### src/rtl/flash_cmd_pkg.sv
package flash_cmd_pkg;

  typedef enum logic [1:0] {
    ST_READ   = 2'd0,
    ST_SETUP  = 2'd1,
    ST_PROG   = 2'd2,
    ST_VERIFY = 2'd3
  } cmd_state_e;

  // Strobes from control to datapath
  typedef struct packed {
    logic latchOp;     // capture address and data of the program write
    logic useLatched;  // drive the array from the captured address
    logic readOk;      // host reads may see array data
  } dp_ctl_t;

  localparam logic [7:0] CODE_SETUP  = 8'h40;
  localparam logic [7:0] CODE_VERIFY = 8'hC0;
  localparam logic [7:0] CODE_READ   = 8'h00;

  // Microseconds to whole clock cycles, never below one
  function automatic int us_to_cycles(input int clkHz, input int us);
    int c;
    c = ((clkHz / 1000) * us) / 1000;
    return (c < 1) ? 1 : c;
  endfunction

endpackage

### src/rtl/flash_stop_timer.sv
module flash_stop_timer #(
  parameter int CNT_W = 11
) (
  input  logic             clk,
  input  logic             rstN,
  input  logic             load,
  input  logic [CNT_W-1:0] loadVal,
  output logic             running,
  output logic             lastCyc
);

  logic [CNT_W-1:0] cnt;

  always_ff @(posedge clk or negedge rstN) begin
    if (!rstN) begin
      cnt <= '0;
    end else if (load) begin
      cnt <= loadVal;
    end else if (cnt != '0) begin
      cnt <= cnt - 1'b1;
    end
  end

  assign running = (cnt != '0);
  assign lastCyc = (cnt == CNT_W'(1));

endmodule

### src/rtl/flash_cmd_ctl.sv
module flash_cmd_ctl
  import flash_cmd_pkg::*;
#(
  parameter int PROG_CYC  = 1250,
  parameter int RECOV_CYC = 750,
  parameter int CNT_W     = 11
) (
  input  logic             clk,
  input  logic             rstN,
  input  logic             hvOk,
  input  logic             wrEvent,
  input  logic [7:0]       wrCode,
  input  logic             timerRunning,
  input  logic             timerLast,
  output logic             timerLoad,
  output logic [CNT_W-1:0] timerVal,
  output dp_ctl_t          dpCtl,
  output logic             progPulse,
  output logic             verifyMode,
  output logic             busy
);

  localparam logic [CNT_W-1:0] PROG_LD  = CNT_W'(PROG_CYC);
  localparam logic [CNT_W-1:0] RECOV_LD = CNT_W'(RECOV_CYC);

  cmd_state_e state, nextState;

  always_ff @(posedge clk or negedge rstN) begin
    if (!rstN) state <= ST_READ;
    else       state <= nextState;
  end

  always_comb begin
    nextState     = state;
    timerLoad     = 1'b0;
    timerVal      = '0;
    dpCtl.latchOp = 1'b0;
    if (!hvOk) begin
      // no programming voltage: fall back to read, stop any timer
      nextState = ST_READ;
      timerLoad = timerRunning;
    end else begin
      unique case (state)
        ST_READ, ST_VERIFY: begin
          if (wrEvent && !timerRunning) begin
            if (wrCode == CODE_SETUP) begin
              nextState = ST_SETUP;
            end else if (wrCode == CODE_VERIFY) begin
              nextState = ST_VERIFY;
              timerLoad = 1'b1;
              timerVal  = RECOV_LD;
            end else begin
              nextState = ST_READ;
            end
          end
        end
        ST_SETUP: begin
          if (wrEvent) begin
            nextState     = ST_PROG;
            dpCtl.latchOp = 1'b1;
            timerLoad     = 1'b1;
            timerVal      = PROG_LD;
          end
        end
        ST_PROG: begin
          if (timerLast) nextState = ST_READ;
        end
        default: nextState = ST_READ;
      endcase
    end
  end

  assign progPulse        = (state == ST_PROG);
  assign verifyMode       = (state == ST_VERIFY);
  assign busy             = timerRunning;
  assign dpCtl.useLatched = (state == ST_PROG) || (state == ST_VERIFY);
  assign dpCtl.readOk     = !timerRunning && (state != ST_PROG);

endmodule

### src/rtl/flash_cmd_dp.sv
module flash_cmd_dp
  import flash_cmd_pkg::*;
#(
  parameter int ADDR_W = 16,
  parameter int DATA_W = 8
) (
  input  logic              clk,
  input  logic              rstN,
  input  logic              ceN,
  input  logic              weN,
  input  logic              oeN,
  input  logic [ADDR_W-1:0] addr,
  input  logic [DATA_W-1:0] wrData,
  input  logic [DATA_W-1:0] arrRdData,
  input  dp_ctl_t           dpCtl,
  output logic              wrEvent,
  output logic [7:0]        wrCode,
  output logic [ADDR_W-1:0] arrAddr,
  output logic [DATA_W-1:0] arrWrData,
  output logic [DATA_W-1:0] rdData
);

  logic              weNq;
  logic [ADDR_W-1:0] latAddr;
  logic [DATA_W-1:0] latData;

  always_ff @(posedge clk or negedge rstN) begin
    if (!rstN) weNq <= 1'b1;
    else       weNq <= weN;
  end

  // trailing edge of the write strobe while selected
  assign wrEvent = !ceN && !weNq && weN;
  assign wrCode  = wrData[7:0];

  always_ff @(posedge clk or negedge rstN) begin
    if (!rstN) begin
      latAddr <= '0;
      latData <= '0;
    end else if (dpCtl.latchOp) begin
      latAddr <= addr;
      latData <= wrData;
    end
  end

  assign arrAddr   = dpCtl.useLatched ? latAddr : addr;
  assign arrWrData = latData;
  assign rdData    = (dpCtl.readOk && !ceN && !oeN) ? arrRdData : '0;

endmodule

### src/rtl/flash_cmd_reg.sv
module flash_cmd_reg
  import flash_cmd_pkg::*;
#(
  parameter int ADDR_W      = 16,
  parameter int DATA_W      = 8,
  parameter int CLK_FREQ_HZ = 125_000_000,
  parameter int PULSE_US    = 10,
  parameter int RECOV_US    = 6
) (
  input  logic              clk,
  input  logic              rstN,
  input  logic              ceN,
  input  logic              weN,
  input  logic              oeN,
  input  logic [ADDR_W-1:0] addr,
  input  logic [DATA_W-1:0] wrData,
  input  logic              hvOk,
  input  logic [DATA_W-1:0] arrRdData,
  output logic [DATA_W-1:0] rdData,
  output logic              busy,
  output logic              progPulse,
  output logic              verifyMode,
  output logic [ADDR_W-1:0] arrAddr,
  output logic [DATA_W-1:0] arrWrData
);

  localparam int PROG_CYC  = us_to_cycles(CLK_FREQ_HZ, PULSE_US);
  localparam int RECOV_CYC = us_to_cycles(CLK_FREQ_HZ, RECOV_US);
  localparam int MAX_CYC   = (PROG_CYC > RECOV_CYC) ? PROG_CYC : RECOV_CYC;
  localparam int CNT_W     = $clog2(MAX_CYC + 1);

  dp_ctl_t          dpCtl;
  logic             wrEvent;
  logic [7:0]       wrCode;
  logic             timerLoad;
  logic [CNT_W-1:0] timerVal;
  logic             timerRunning;
  logic             timerLast;

  flash_cmd_dp #(.ADDR_W(ADDR_W), .DATA_W(DATA_W)) u_dp (
    .clk(clk), .rstN(rstN), .ceN(ceN), .weN(weN), .oeN(oeN),
    .addr(addr), .wrData(wrData), .arrRdData(arrRdData), .dpCtl(dpCtl),
    .wrEvent(wrEvent), .wrCode(wrCode), .arrAddr(arrAddr),
    .arrWrData(arrWrData), .rdData(rdData)
  );

  flash_cmd_ctl #(.PROG_CYC(PROG_CYC), .RECOV_CYC(RECOV_CYC), .CNT_W(CNT_W)) u_ctl (
    .clk(clk), .rstN(rstN), .hvOk(hvOk), .wrEvent(wrEvent), .wrCode(wrCode),
    .timerRunning(timerRunning), .timerLast(timerLast),
    .timerLoad(timerLoad), .timerVal(timerVal), .dpCtl(dpCtl),
    .progPulse(progPulse), .verifyMode(verifyMode), .busy(busy)
  );

  flash_stop_timer #(.CNT_W(CNT_W)) u_timer (
    .clk(clk), .rstN(rstN), .load(timerLoad), .loadVal(timerVal),
    .running(timerRunning), .lastCyc(timerLast)
  );

endmodule

### config.mk
export PLATFORM = sky130hd
export DESIGN_NAME = flash_cmd_reg
export DESIGN_NICKNAME = d
export VERILOG_FILES = /design/src/rtl/flash_cmd_pkg.sv /design/src/rtl/flash_stop_timer.sv /design/src/rtl/flash_cmd_ctl.sv /design/src/rtl/flash_cmd_dp.sv /design/src/rtl/flash_cmd_reg.sv
export SDC_FILE = /design/constraint.sdc
export NUM_CORES = 1
export LEC_CHECK = 0
export BUFFER_PORTS_ARGS = -buffer_cell sky130_fd_sc_hd__buf_2
export CORE_AREA = 2 2 71 73
export DETAILED_ROUTE_END_ITERATION = 10
export DIE_AREA = 0 0 73 75
export HOLD_SLACK_MARGIN = 0.03
export PLACE_DENSITY = 0.79
export SETUP_SLACK_MARGIN = 0.2
export SLEW_MARGIN = 20
export SYNTH_ARGS = -nofsm -noshare
export SYNTH_HDL_FRONTEND = slang
export SYNTH_SLANG_ARGS = --single-unit
### constraint.sdc
create_clock -name clk -period 2.1 [get_ports clk]
set_input_delay 0.42 -clock clk [delete_from_list [all_inputs] [get_ports clk]]
set_output_delay 0.42 -clock clk [all_outputs]
set_load 0.01 [all_outputs]
After elaboration in Yosys (flattened, before gate mapping)
Cells that the tools add are included.
{"block": "classes", "n_eq_ne": 10, "reduce_logical": 16, "n_mux": 25, "addsub": 1}
{"op": "11-bit two-way mux", "n": 6}
{"op": "11-bit case mux with 2 select lines", "n": 1}
{"op": "16-bit two-way mux", "n": 1}
{"op": "2-bit two-way mux", "n": 6}
{"op": "11-bit by 1-bit equality test with 1-bit output (second input constant)", "n": 1}
{"op": "11-bit nonzero test", "n": 1}
{"op": "11-bit by 1-bit subtractor with 11-bit output (second input constant)", "n": 1}
{"op": "10-bit two-way mux", "n": 1}
{"op": "3-bit by 2-bit != test with 1-bit output (second input constant)", "n": 3}
{"op": "8-bit by 7-bit equality test with 1-bit output (second input constant)", "n": 1}
{"op": "8-bit equality test (second input constant)", "n": 1}
{"op": "8-bit two-way mux", "n": 1}
{"op": "1-bit two-way mux", "n": 7}
{"op": "1-bit logical AND", "n": 6}
{"op": "2-bit case mux with 3 select lines", "n": 1}
{"op": "2-bit equality test (second input constant)", "n": 2}
{"op": "1-bit logical NOT", "n": 4}
{"op": "3-bit AND reduction", "n": 1}
{"op": "2-bit by 1-bit equality test with 1-bit output (second input constant)", "n": 1}
{"op": "2-bit logical NOT", "n": 1}
{"op": "2-bit != test (second input constant)", "n": 1}
{"op": "1-bit case mux with 2 select lines", "n": 1}
{"op": "2-bit nonzero test", "n": 1}
{"op": "2-bit OR reduction", "n": 1}
{"op": "1-bit logical OR", "n": 1}
{"block": "totals", "ff_bits": 38, "output_inout_bits": 35, "in_bits": 38, "wordCells": 57}

Logic depth before layout (Yosys ltp)
Gate-level depths: netlist of the first run.
{"block": "depth", "word_depth": 8, "depth_mapped": 7, "ltp_nobuf": 7}

Hierarchy
Synthesis of the first run repeated with hierarchy kept, for this count alone.
{"block": "unflattened", "cells_unflattened": 199, "area_unflattened_um2": 2447.3}
{"module": "flash_cmd_dp", "seq_area_each_um2": 626.9, "area_each_um2": 1420.1, "n_inst": 1, "cells_per_inst": 87}
{"module": "flash_stop_timer", "seq_area_each_um2": 275.3, "area_each_um2": 688.2, "n_inst": 1, "cells_per_inst": 69}
{"module": "flash_cmd_ctl", "seq_area_each_um2": 50.0, "area_each_um2": 339.1, "n_inst": 1, "cells_per_inst": 43}

Least setup slack after synthesis of the first run
No wires, ideal clock.
{"block": "synth_timing", "path_kind": "register to output", "start": "reg u_ctl.state[0]", "end": "out arrAddr[10]", "n_path_buf": 2, "slack_ns": -0.173, "t_required_ns": 1.680, "stages_incl_launch_ff": 7, "arrival_ns": 1.853, "path_cell_list": "dfrtp_1 > inv_1 > ha_1 > clkbuf_1 > nor2_1 > buf_2 > mux2_2"}
{"block": "synth_between", "elab_chain_len": 3, "word_cells_on_any_way": 4, "classes_between": "eq/ne: 2; mux: 1; reduce/logical: 1"}
{"item": "from (decl)", "line_no": "flash_cmd_ctl.sv:26", "source": "cmd_state_e state, nextState;"}
{"item": "from (signal assigned)", "line_no": "flash_cmd_ctl.sv:30", "source": "else state <= nextState;"}
{"item": "2-bit equality test"}
{"item": "named net progPulse", "line_no": "flash_cmd_reg.sv:21", "source": "output logic progPulse,"}
{"item": "1-bit logical OR", "line_no": "flash_cmd_ctl.sv:76", "source": "assign dpCtl.useLatched = (state == ST_PROG) || (state == ST_VERIFY);"}
{"item": "16-bit two-way mux", "line_no": "flash_cmd_dp.sv:46", "source": "assign arrAddr = dpCtl.useLatched ? latAddr : addr;"}
{"item": "to (decl)", "line_no": "flash_cmd_reg.sv:23", "source": "output logic [ADDR_W-1:0] arrAddr,"}
The timed path passes the listed nets, and every way through them passes these cells.

Worst setup path in the final report of the first run
{"block": "layout_timing", "start": "reg u_timer.cnt[0]", "end": "out busy"}
{"block": "layout_between", "elab_chain_len": 1}
{"item": "from (decl)", "line_no": "flash_stop_timer.sv:12", "source": "logic [CNT_W-1:0] cnt;"}
{"item": "from (signal assigned)", "line_no": "flash_stop_timer.sv:18", "source": "cnt <= loadVal;"}
{"item": "from (signal assigned)", "line_no": "flash_stop_timer.sv:20", "source": "cnt <= cnt - 1'b1;"}
{"item": "11-bit nonzero test", "line_no": "flash_stop_timer.sv:24", "source": "assign running = (cnt != '0);"}
{"item": "to (decl)", "line_no": "flash_cmd_reg.sv:20", "source": "output logic busy,"}
No other way between the ends.

==> results of run 1 <==
[power breakdown]
part | internal, W | leakage, nW | switching, W
Sequential | 0.000809 | 0.518 | 0.0000880
Clock | 0.000223 | 0.0438 | 0.000240
Combinational | 0.000549 | 1.11 | 0.000506
Total | 0.00158 | 1.68 | 0.000834
[registers in the layout, summed over array words and instances (netlist names)]
signal / flops
u_ctl.state: 2
u_dp.arrWrData: 8
u_dp.latAddr: 16
u_dp.weNq: 1
u_timer.cnt: 11
[kinds of logic (layout without fill, tap and decap cells)]
| logic type | count (synthesis) | in the layout |
|---|---|---|
| and+or+nand+nor | 45 | 45 |
| muxes | 41 | 41 |
| DFF | 38 | 38 |
| AOI/OAI and AO/OA | 26 | 26 |
| buffers and inverters | 12 | 109 |
| adders and majority gates | 6 | 6 |
| xor gates and xnor gates | 4 | 4 |
[path summary, 6_finish.rpt]
check	start	endpoint	slack, ns	cells after the start
max reg2reg	u_timer.cnt[0]$_DFFE_PN0P_	u_ctl.state[0]$_DFFE_PN0P_	-0.02	9
max	u_timer.cnt[0]$_DFFE_PN0P_	busy	-0.12	7
min reg2reg	u_dp.arrWrData[0]$_DFFE_PN0P_	u_dp.arrWrData[0]$_DFFE_PN0P_	0.50	1
max in group asynchronous	rstN	u_timer.cnt[6]$_DFFE_PN0P_	1.55	2
min	rstN	u_timer.cnt[1]$_DFFE_PN0P_	0.08	1
min in group clk	weN	u_dp.weNq$_DFF_PN1_	0.25	1
[per-layer routing]
metal  vias to the layer above  GRT usage, %  routed length (um)
li1                        823             -                   -
met1                       818          22.0                2150
met2                        69          29.9                2420
met3                         7          5.76                 301
met4                         0          9.26                 104
met5                         -             0                   0
[cell usage in the layout, fill, tap and decap left out, drive strengths merged, types with 2 or more instances in the layout]
master  netlist  routed
buf           5      95
mux2         40      40
dfrtp        37      37
and2          8       8
nor2          8       8
inv           6       6
o21ai         6       6
clkbuf        1       6
ha            6       6
nand2         5       5
nor3          5       5
and3          4       4
nor4          4       4
xnor2         3       3
o21a          3       3
a21oi         3       3
nand3         2       2
a21o          2       2
a32o          2       2
clkinv        0       2
nand4b        2       2
nor4b         2       2
[through the flow]
step | hold slack, ns | setup slack [ns]
2_1_floorplan | 0.124 | 0.210
3_3_place_gp | 0.408 | 0.148
3_5_place_dp | 0.404 | 0.0878
4_1_cts | 0.0861 | -0.140
5_1_grt | 0.101 | -0.290
6_report | 0.0837 | -0.116
[what timing repair did]
action	CTS	global route
gates resized for setup	29	29
setup buffers	6	8
endpoints found under the setup margin	30	35
pin swaps	2	8
cloned	0	1
[final cells by class]
| type | count | area share (%) |
|---|---|---|
| timing repair buffer | 96 | 22.7 |
| inverter | 6 | 0.733 |
| tap | 54 | 2.20 |
| clock inverter | 2 | 0.326 |
| sequential | 38 | 31.1 |
| multi-input combinational | 122 | 40.7 |
| clock buffer | 5 | 2.24 |
==> results.sh, run 1 <==
export IMPL_gp_congestion=0.877
export IMPL_antenna_found_initial=0
export IMPL_setup_viol=26
export IMPL_synthesis_nets=216
export IMPL_clk_latency_ns=0.28
export IMPL_path_clk_slew_ns=0.07
export IMPL_ir_drop_v=0.000452
export IMPL_drc_errors=0
export IMPL_grt_pass1_wl_mm=7.51
export IMPL_via_per_inst=5.32
export IMPL_fin_setup_tns_ns=-1.86
export IMPL_synth_top_cell_area_share_pct=44.7
export IMPL_place_inst=301
export IMPL_endpoint_kind="output port"
export IMPL_rows=25
export IMPL_yosysWarningCount=0
export IMPL_finalPower_w=0.00242
export IMPL_synthCells=172
export IMPL_cp_slowest_cell="dfrtp_1"
export IMPL_synthArstFlopShare_pct=100
export IMPL_yosysSeqAreaShare_pct=46.0
export IMPL_fin_util_pct=65.9
export IMPL_path_cells="inv_1 > ha_2 > nand4b_4 > buf_4 > buf_4 > buf_8 > buf_2"
export IMPL_nets=313
export IMPL_die_width_um=73
export IMPL_cts_buffers_inserted=5
export IMPL_synth_edf_count=0
export IMPL_detailed_place_area_um2=2580
export IMPL_drive_gt1_share_pct=61.7
export IMPL_wire_per_inst_um=15.4
export IMPL_slowest_delay_ns=0.42
export IMPL_hp_class="in2async"
export IMPL_n_fill_cell=357
export IMPL_fin_area_um2=3070
export IMPL_required_ns=1.68
export IMPL_path_delay_family="buffers and inverters"
export IMPL_firstDrtPassIters=4
export IMPL_wl_mm=4.97
export IMPL_cts_root_buf="clkbuf_8"
export IMPL_timing_final_max_slew_violations=0
export IMPL_synth_compound_area_share_pct=8.94
export IMPL_rsz0062_at_grt="true"
export IMPL_critPathKind="reg2out"
export IMPL_fin_crit_sh_pct=106
export IMPL_yosys_top_cells_area="dfrtp_1 45%, mux2_2 22%, ha_1 3.6%, and2_1 2.4%, o21ai_0 1.5%"
export IMPL_track_usage_pct=18.3
export IMPL_syn_area_um2=2070
export IMPL_cp_common_cell="buf_4"
export IMPL_fin_cells=323
export IMPL_coreArea_um2=4660
export IMPL_p_leak_nw=1.68
export IMPL_register_area_um2=953
export IMPL_p_per_area_nw_per_um2=787
export IMPL_grt_overflow=0
export IMPL_final_hold_viol_count=0
export IMPL_area_growth_pct=48.3
export IMPL_cts_tree="yes"
export IMPL_synthDistinctLibCells=43
export IMPL_cp_num_buf_inv=5
export IMPL_dpl_hpwl_mm=3.30
export IMPL_violations="negative setup slack"
export IMPL_drt_iter0_drc=93
export IMPL_synth_top_family_by_area="multiplexers"
export IMPL_cp_max_fo=15
export IMPL_worst_setup_path_start_kind="register"
export IMPL_die_area_um2=5480
export IMPL_skew_ns=0.00333
export IMPL_synthXorXnorAreaFrac_pct=1.69
export IMPL_status="complete, but fails checks"
export IMPL_multi_input_area_um2=1250
export IMPL_clk_path_buf_depth=2
export IMPL_yosysMostFrequentCell="mux2_2"
export IMPL_synth_area_leader_cell="dfrtp_1"
export IMPL_postSynthAreaPerCell_um2=12.0
export IMPL_critPathArrivalTime_ns=1.80
export IMPL_synth_seq_cells=38
export IMPL_vias=1717
export IMPL_ant_nets=0
export IMPL_fmax_ghz=0.451
export IMPL_antenna_cells=0
export IMPL_first_global_vias=1631
export IMPL_final_min_clock_period_ns=2.22
export IMPL_worstMarginPinSlew_ns=0.468
export IMPL_io_pins=73
export IMPL_final_critical_path_setup_slack_ns=-0.116
export IMPL_hold_buffers=0
export IMPL_muxShareOfSynthArea_pct=22.2
export IMPL_port_buffers=72
export IMPL_start_util_pct=44.4
export IMPL_maxSlewHeadroom_pct=68.8
export IMPL_synthSimpleGateAreaFrac_pct=15.0
export IMPL_ctsHtreeMaxLevel=2
export IMPL_grt_max_degree=21
export IMPL_cap_viol_max_count=0
export IMPL_synth_commonest_cells="40 x mux2_2, 37 x dfrtp_1, 8 x and2_1, 8 x nor2_1"
export IMPL_die_h_um=75
export IMPL_yosys_area_share_adder_pct=3.63
export IMPL_cts_sinks=38
export IMPL_synth_flop_cell="dfrtp_1"
(Power assumes the default switching activity.)
==> run 2: changes to the inputs <==
--- a/config.mk
+++ b/config.mk
@@ -7,8 +7,11 @@
 export LEC_CHECK = 0
 export BUFFER_PORTS_ARGS = -buffer_cell sky130_fd_sc_hd__buf_2
 export CORE_AREA = 2 2 71 73
+export CTS_BUF_LIST = sky130_fd_sc_hd__clkbuf_16
+export CTS_CLUSTER_DIAMETER = 100
 export DETAILED_ROUTE_END_ITERATION = 10
 export DIE_AREA = 0 0 73 75
+export GPL_TIMING_DRIVEN = 0
 export HOLD_SLACK_MARGIN = 0.03
 export PLACE_DENSITY = 0.79
 export SETUP_SLACK_MARGIN = 0.2
==> results.sh, run 2 (synthesized netlist as in run 1, its figures left out) <==
export IMPL_cts_sinks=38
export IMPL_area_growth_pct=48.5
export IMPL_required_ns=1.68
export IMPL_via_per_inst=5.52
export IMPL_path_clk_slew_ns=0.06
export IMPL_max_flop_register="u_dp.latAddr"
export IMPL_cp_max_fo=8
export IMPL_die_width_um=73
export IMPL_cts_tree="yes"
export IMPL_wl_mm=5.14
export IMPL_drt_iter0_drc=72
export IMPL_hp_class="in2async"
export IMPL_track_usage_pct=19.0
export IMPL_cp_common_cell="buf_6"
export IMPL_cts_buffers_inserted=5
export IMPL_start_util_pct=44.4
export IMPL_skew_ns=0.00301
export IMPL_drive_gt1_share_pct=60.7
export IMPL_fin_hold_ws_ns=0.257
export IMPL_status="complete, but fails checks"
export IMPL_largest_reg_flops=16
export IMPL_n_fill_cell=336
export IMPL_p_per_area_nw_per_um2=882
export IMPL_cap_viol_max_count=0
export IMPL_p_leak_nw=1.69
export IMPL_endpoint_kind="output port"
export IMPL_firstDrtPassIters=4
export IMPL_final_critical_path_setup_slack_ns=-0.130
export IMPL_vias=1772
export IMPL_path_delay_family="buffers and inverters"
export IMPL_layout_common_cells="57 x buf_2, 35 x dfrtp_1, 24 x mux2_2, 22 x buf_6, 16 x mux2_4"
export IMPL_drc_errors=0
export IMPL_cp_slowest_cell="dfrtp_1"
export IMPL_final_common_cell="buf_2"
export IMPL_cp_num_buf_inv=3
export IMPL_die_area_um2=5480
export IMPL_fin_cells=321
export IMPL_rsz0062_at_grt="true"
export IMPL_place_inst=297
export IMPL_fmax_ghz=0.448
export IMPL_critPathArrivalTime_ns=1.81
export IMPL_grt_pass1_wl_mm=7.92
export IMPL_register_area_um2=955
export IMPL_grt_overflow=0
export IMPL_slowest_delay_ns=0.42
export IMPL_detailed_place_area_um2=2530
export IMPL_final_min_clock_period_ns=2.23
export IMPL_path_cells="ha_4 > buf_8 > nor2_4 > buf_6 > mux2_4 > buf_6"
export IMPL_worstMarginPinSlew_ns=0.856
export IMPL_ctsHtreeMaxLevel=2
export IMPL_rows=25
export IMPL_critPathKind="reg2out"
export IMPL_dpl_hpwl_mm=3.26
export IMPL_violations="negative setup slack"
export IMPL_multi_input_area_um2=1220
export IMPL_port_buffers=71
export IMPL_worst_setup_path_start_kind="register"
export IMPL_antenna_found_initial=0
export IMPL_die_h_um=75
export IMPL_dp_slack_ns=-0.111
export IMPL_r2r_start="u_timer.cnt[5]$_DFFE_PN0P_"
export IMPL_gp_congestion=0.824
export IMPL_final_hold_viol_count=0
export IMPL_setup_viol=25
export IMPL_io_pins=73
export IMPL_clk_path_buf_depth=2
export IMPL_fin_area_um2=3080
export IMPL_clk_latency_ns=0.27
export IMPL_wire_per_inst_um=16.0
export IMPL_fin_crit_sh_pct=106
export IMPL_ir_drop_v=0.000584
export IMPL_timing_final_max_slew_violations=0
export IMPL_nets=310
export IMPL_cts_root_buf="clkbuf_16"
export IMPL_first_global_vias=1701
export IMPL_maxSlewHeadroom_pct=42.9
export IMPL_startpoint="u_ctl.state[1]$_DFFE_PN0P_"
export IMPL_ant_nets=0
export IMPL_fin_setup_tns_ns=-2.91
export IMPL_grt_max_degree=39
export IMPL_antenna_cells=0
export IMPL_coreArea_um2=4660
## run 2: cell type report
type / count / share of cell area, %
Clock inverter: 3 / 1.22
Buffer: 6 / 1.79
Sequential cell: 38 / 31.0
Clock buffer: 5 / 4.07
Multi-Input combinational cell: 122 / 39.7
Tap cell: 54 / 2.20
Inverter: 6 / 0.732
Timing Repair Buffer: 87 / 19.2
## run 2: where the power goes
part / leakage [nW] / switching [W] / internal (W)
clock: 0.0864 / 0.000267 / 0.000551
combinational: 1.09 / 0.000505 / 0.000483
sequential: 0.517 / 0.0000961 / 0.000813
total: 1.69 / 0.000868 / 0.00185
## run 2: metal layers
layer	up-vias	global-route usage, %	wire [um]
li1	822	-	-
met1	854	23.4	2080
met2	88	32.3	2580
met3	8	4.55	401
met4	0	7.61	78
met5	-	0	0
## run 2: path summary, 6_finish.rpt
kind,endpoint,slack (ns),depth (start not counted)
max,arrAddr[11],-0.13,6
min,u_dp.arrWrData[0]$_DFFE_PN0P_,0.26,1
max reg2reg,u_ctl.state[0]$_DFFE_PN0P_,0.08,7
min reg2reg,u_dp.arrWrData[0]$_DFFE_PN0P_,0.50,1
max in group asynchronous,u_timer.cnt[2]$_DFFE_PN0P_,1.25,1
min in group clk,u_dp.weNq$_DFF_PN1_,0.26,1
## run 2: per-stage QoR
stage,util [%],power [W]
after floorplan,-,0.00141
after global routing,66.0,0.00287
after CTS,63.5,0.00261
after global placement,54.3,0.00159
after detailed placement,54.3,0.00162
final,66.0,0.00271
## run 2: timing repair
action / CTS / global route
endpoints found under the hold margin: 0 / 0
pin swaps: 10 / 11
hold buffers: 0 / 0
gates cloned: 1 / 0
setup buffers: 11 / 4
endpoints found under the setup margin: 32 / 55
gates resized for setup: 37 / 23
==> run 3: changes to the inputs <==
--- a/config.mk
+++ b/config.mk
@@ -6,14 +6,16 @@
 export NUM_CORES = 1
 export LEC_CHECK = 0
 export BUFFER_PORTS_ARGS = -buffer_cell sky130_fd_sc_hd__buf_2
-export CORE_AREA = 2 2 71 73
+export CELL_PAD_IN_SITES_DETAIL_PLACEMENT = 0
+export CELL_PAD_IN_SITES_GLOBAL_PLACEMENT = 1
+export CORE_AREA = 2 2 82 84
 export CTS_BUF_LIST = sky130_fd_sc_hd__clkbuf_16
 export CTS_CLUSTER_DIAMETER = 100
 export DETAILED_ROUTE_END_ITERATION = 10
-export DIE_AREA = 0 0 73 75
+export DIE_AREA = 0 0 84 86
 export GPL_TIMING_DRIVEN = 0
 export HOLD_SLACK_MARGIN = 0.03
-export PLACE_DENSITY = 0.79
+export PLACE_DENSITY = 0.76
 export SETUP_SLACK_MARGIN = 0.2
 export SLEW_MARGIN = 20
 export SYNTH_ARGS = -nofsm -noshare
==> results.sh, run 3 (synthesized netlist as in run 1, its figures left out) <==
export IMPL_status="complete, but fails checks"
export IMPL_violations="negative setup slack"
export IMPL_critPathKind="reg2out"
export IMPL_worstMarginPinSlew_ns=0.883
export IMPL_track_usage_pct=14.9
export IMPL_final_min_clock_period_ns=2.25
export IMPL_ctsHtreeMaxLevel=2
export IMPL_cts_tree="yes"
export IMPL_maxSlewHeadroom_pct=41.1
export IMPL_timing_final_max_slew_violations=0
export IMPL_wl_mm=5.29
export IMPL_grt_overflow=0
export IMPL_dpl_hpwl_mm=3.36
export IMPL_drt_iter0_drc=88
export IMPL_nets=312
export IMPL_use_met3_pct=4.81
export IMPL_final_common_cell="buf_2"
export IMPL_p_leak_nw=1.66
export IMPL_hold_path_depth=1
export IMPL_hold_buffers=0
export IMPL_cts_sinks=38
export IMPL_register_area_um2=956
export IMPL_fin_crit_sh_pct=107
export IMPL_hp_class="in2reg"
export IMPL_cts_root_buf="clkbuf_16"
export IMPL_cts_buffers_inserted=5
export IMPL_via_per_inst=5.10
export IMPL_drc_errors=0
export IMPL_multi_input_area_um2=1220
export IMPL_port_buffers=71
export IMPL_grt_met1_usage_pct=19.7
export IMPL_ant_nets=0
export IMPL_firstDrtPassIters=4
export IMPL_fmax_ghz=0.444
export IMPL_worst_setup_path_start_kind="register"
export IMPL_max_flop_register="u_dp.latAddr"
export IMPL_clk_path_buf_depth=2
export IMPL_r2r_start="u_timer.cnt[5]$_DFFE_PN0P_"
export IMPL_p_per_area_nw_per_um2=844
export IMPL_drive_gt1_share_pct=61.2
export IMPL_setup_viol=25
export IMPL_start_util_pct=33.0
export IMPL_grt_pass1_wl_mm=8.71
export IMPL_vias=1758
export IMPL_startpoint="u_timer.cnt[5]$_DFFE_PN0P_"
export IMPL_skew_ns=0.00386
export IMPL_r2r_cells=8
export IMPL_die_h_um=86
export IMPL_n_fill_cell=565
export IMPL_largest_reg_flops=16
export IMPL_critPathArrivalTime_ns=1.83
export IMPL_cap_viol_max_count=0
export IMPL_final_hold_viol_count=0
export IMPL_dp_slack_ns=-0.0860
export IMPL_die_width_um=84
export IMPL_path_clk_slew_ns=0.05
export IMPL_die_area_um2=7220
export IMPL_ir_drop_v=0.000503
export IMPL_area_growth_pct=49.4
export IMPL_final_critical_path_setup_slack_ns=-0.151
export IMPL_gp_congestion=0.776
export IMPL_grt_util_met2_pct=24.1
export IMPL_grt_max_degree=39
export IMPL_fin_util_pct=49.3
export IMPL_wire_per_inst_um=15.3
export IMPL_clk_latency_ns=0.28
export IMPL_io_pins=73
export IMPL_rows=29
export IMPL_busiest_layer="met2"
export IMPL_antenna_cells=0
export IMPL_first_global_vias=1780
export IMPL_coreArea_um2=6280
export IMPL_min_from="weN"
export IMPL_required_ns=1.68
export IMPL_rsz0062_at_grt="true"
export IMPL_layout_common_cells="58 x buf_2, 34 x dfrtp_1, 24 x mux2_2, 23 x buf_6, 16 x mux2_4"
export IMPL_endpoint_kind="output port"
export IMPL_antenna_found_initial=0
export IMPL_cp_max_fo=8
-- run 3: changes by cell type in the layout (fill, tap and decap cells not counted), moves of 2 or more --
cell      delta
clkinv_2     +2
nand2_2      +2
o21ai_1      +4
ha_2         -2
inv_1        -2
o21ai_0      -3
-- run 3: where the power goes --
| group | total [W] | internal (W) | switching (W) |
|---|---|---|---|
| sequential | 0.000913 | 0.000812 | 0.000100 |
| clock | 0.000709 | 0.000428 | 0.000281 |
| combinational | 0.000989 | 0.000504 | 0.000485 |
| total | 0.00261 | 0.00174 | 0.000866 |
-- run 3: final timing paths --
kind	end	slack, ns
max	rdData[7]	-0.15
min	u_dp.weNq$_DFF_PN1_	0.26
max reg2reg	u_ctl.state[1]$_DFFE_PN0P_	0.15
min reg2reg	u_dp.arrWrData[6]$_DFFE_PN0P_	0.50
max in group asynchronous	u_ctl.state[1]$_DFFE_PN0P_	1.23
min in group asynchronous	u_dp.latAddr[13]$_DFFE_PN0P_	0.27
-- run 3: repair_timing --
item                       CTS  global route
resized for setup           47            14
pin swaps                   13            11
gates cloned                 1             0
setup endpoints to repair   36            36
setup buffers               12             5
hold endpoints to repair     0             0
-- run 3: area by class of cell --
class,instances,share of cell area (%)
Tap cell,77,3.11
Inverter,6,0.728
Buffer,6,1.54
Multi-Input combinational cell,122,39.5
Clock inverter,2,0.323
Clock buffer,5,4.04
Sequential cell,38,30.9
Timing Repair Buffer,89,19.8
-- run 3: through the flow --
step / instances / TNS, ns / hold slack (ns) / instance area [um2] / power, W
final: 345 / -2.94 / 0.258 / 3090 / 0.00261
after global routing: 345 / -4.89 / 0.257 / 3090 / 0.00277
after CTS: 340 / -4.04 / 0.254 / 3010 / 0.00251
after detailed placement: 320 / -0.826 / 0.487 / 2560 / 0.00162
after global placement: 320 / -0.625 / 0.483 / 2560 / 0.00161
after floorplan: 172 / 0 / 0.124 / 2110 / 0.00141
-- run 3: per-layer routing --
layer	vias to the layer above	routed length (um)
met2	67	2580
met3	6	366
met5	-	0
li1	820	-
met1	865	2300
met4	0	42
-- run 3: worst max-delay path, stage by stage, from the launching register on --
cell and delay, ns:
dfrtp_2 0.44, nor4_4 0.38, nand4b_4 0.17, nor4_4 0.27, and2_1 0.18, buf_2 0.12
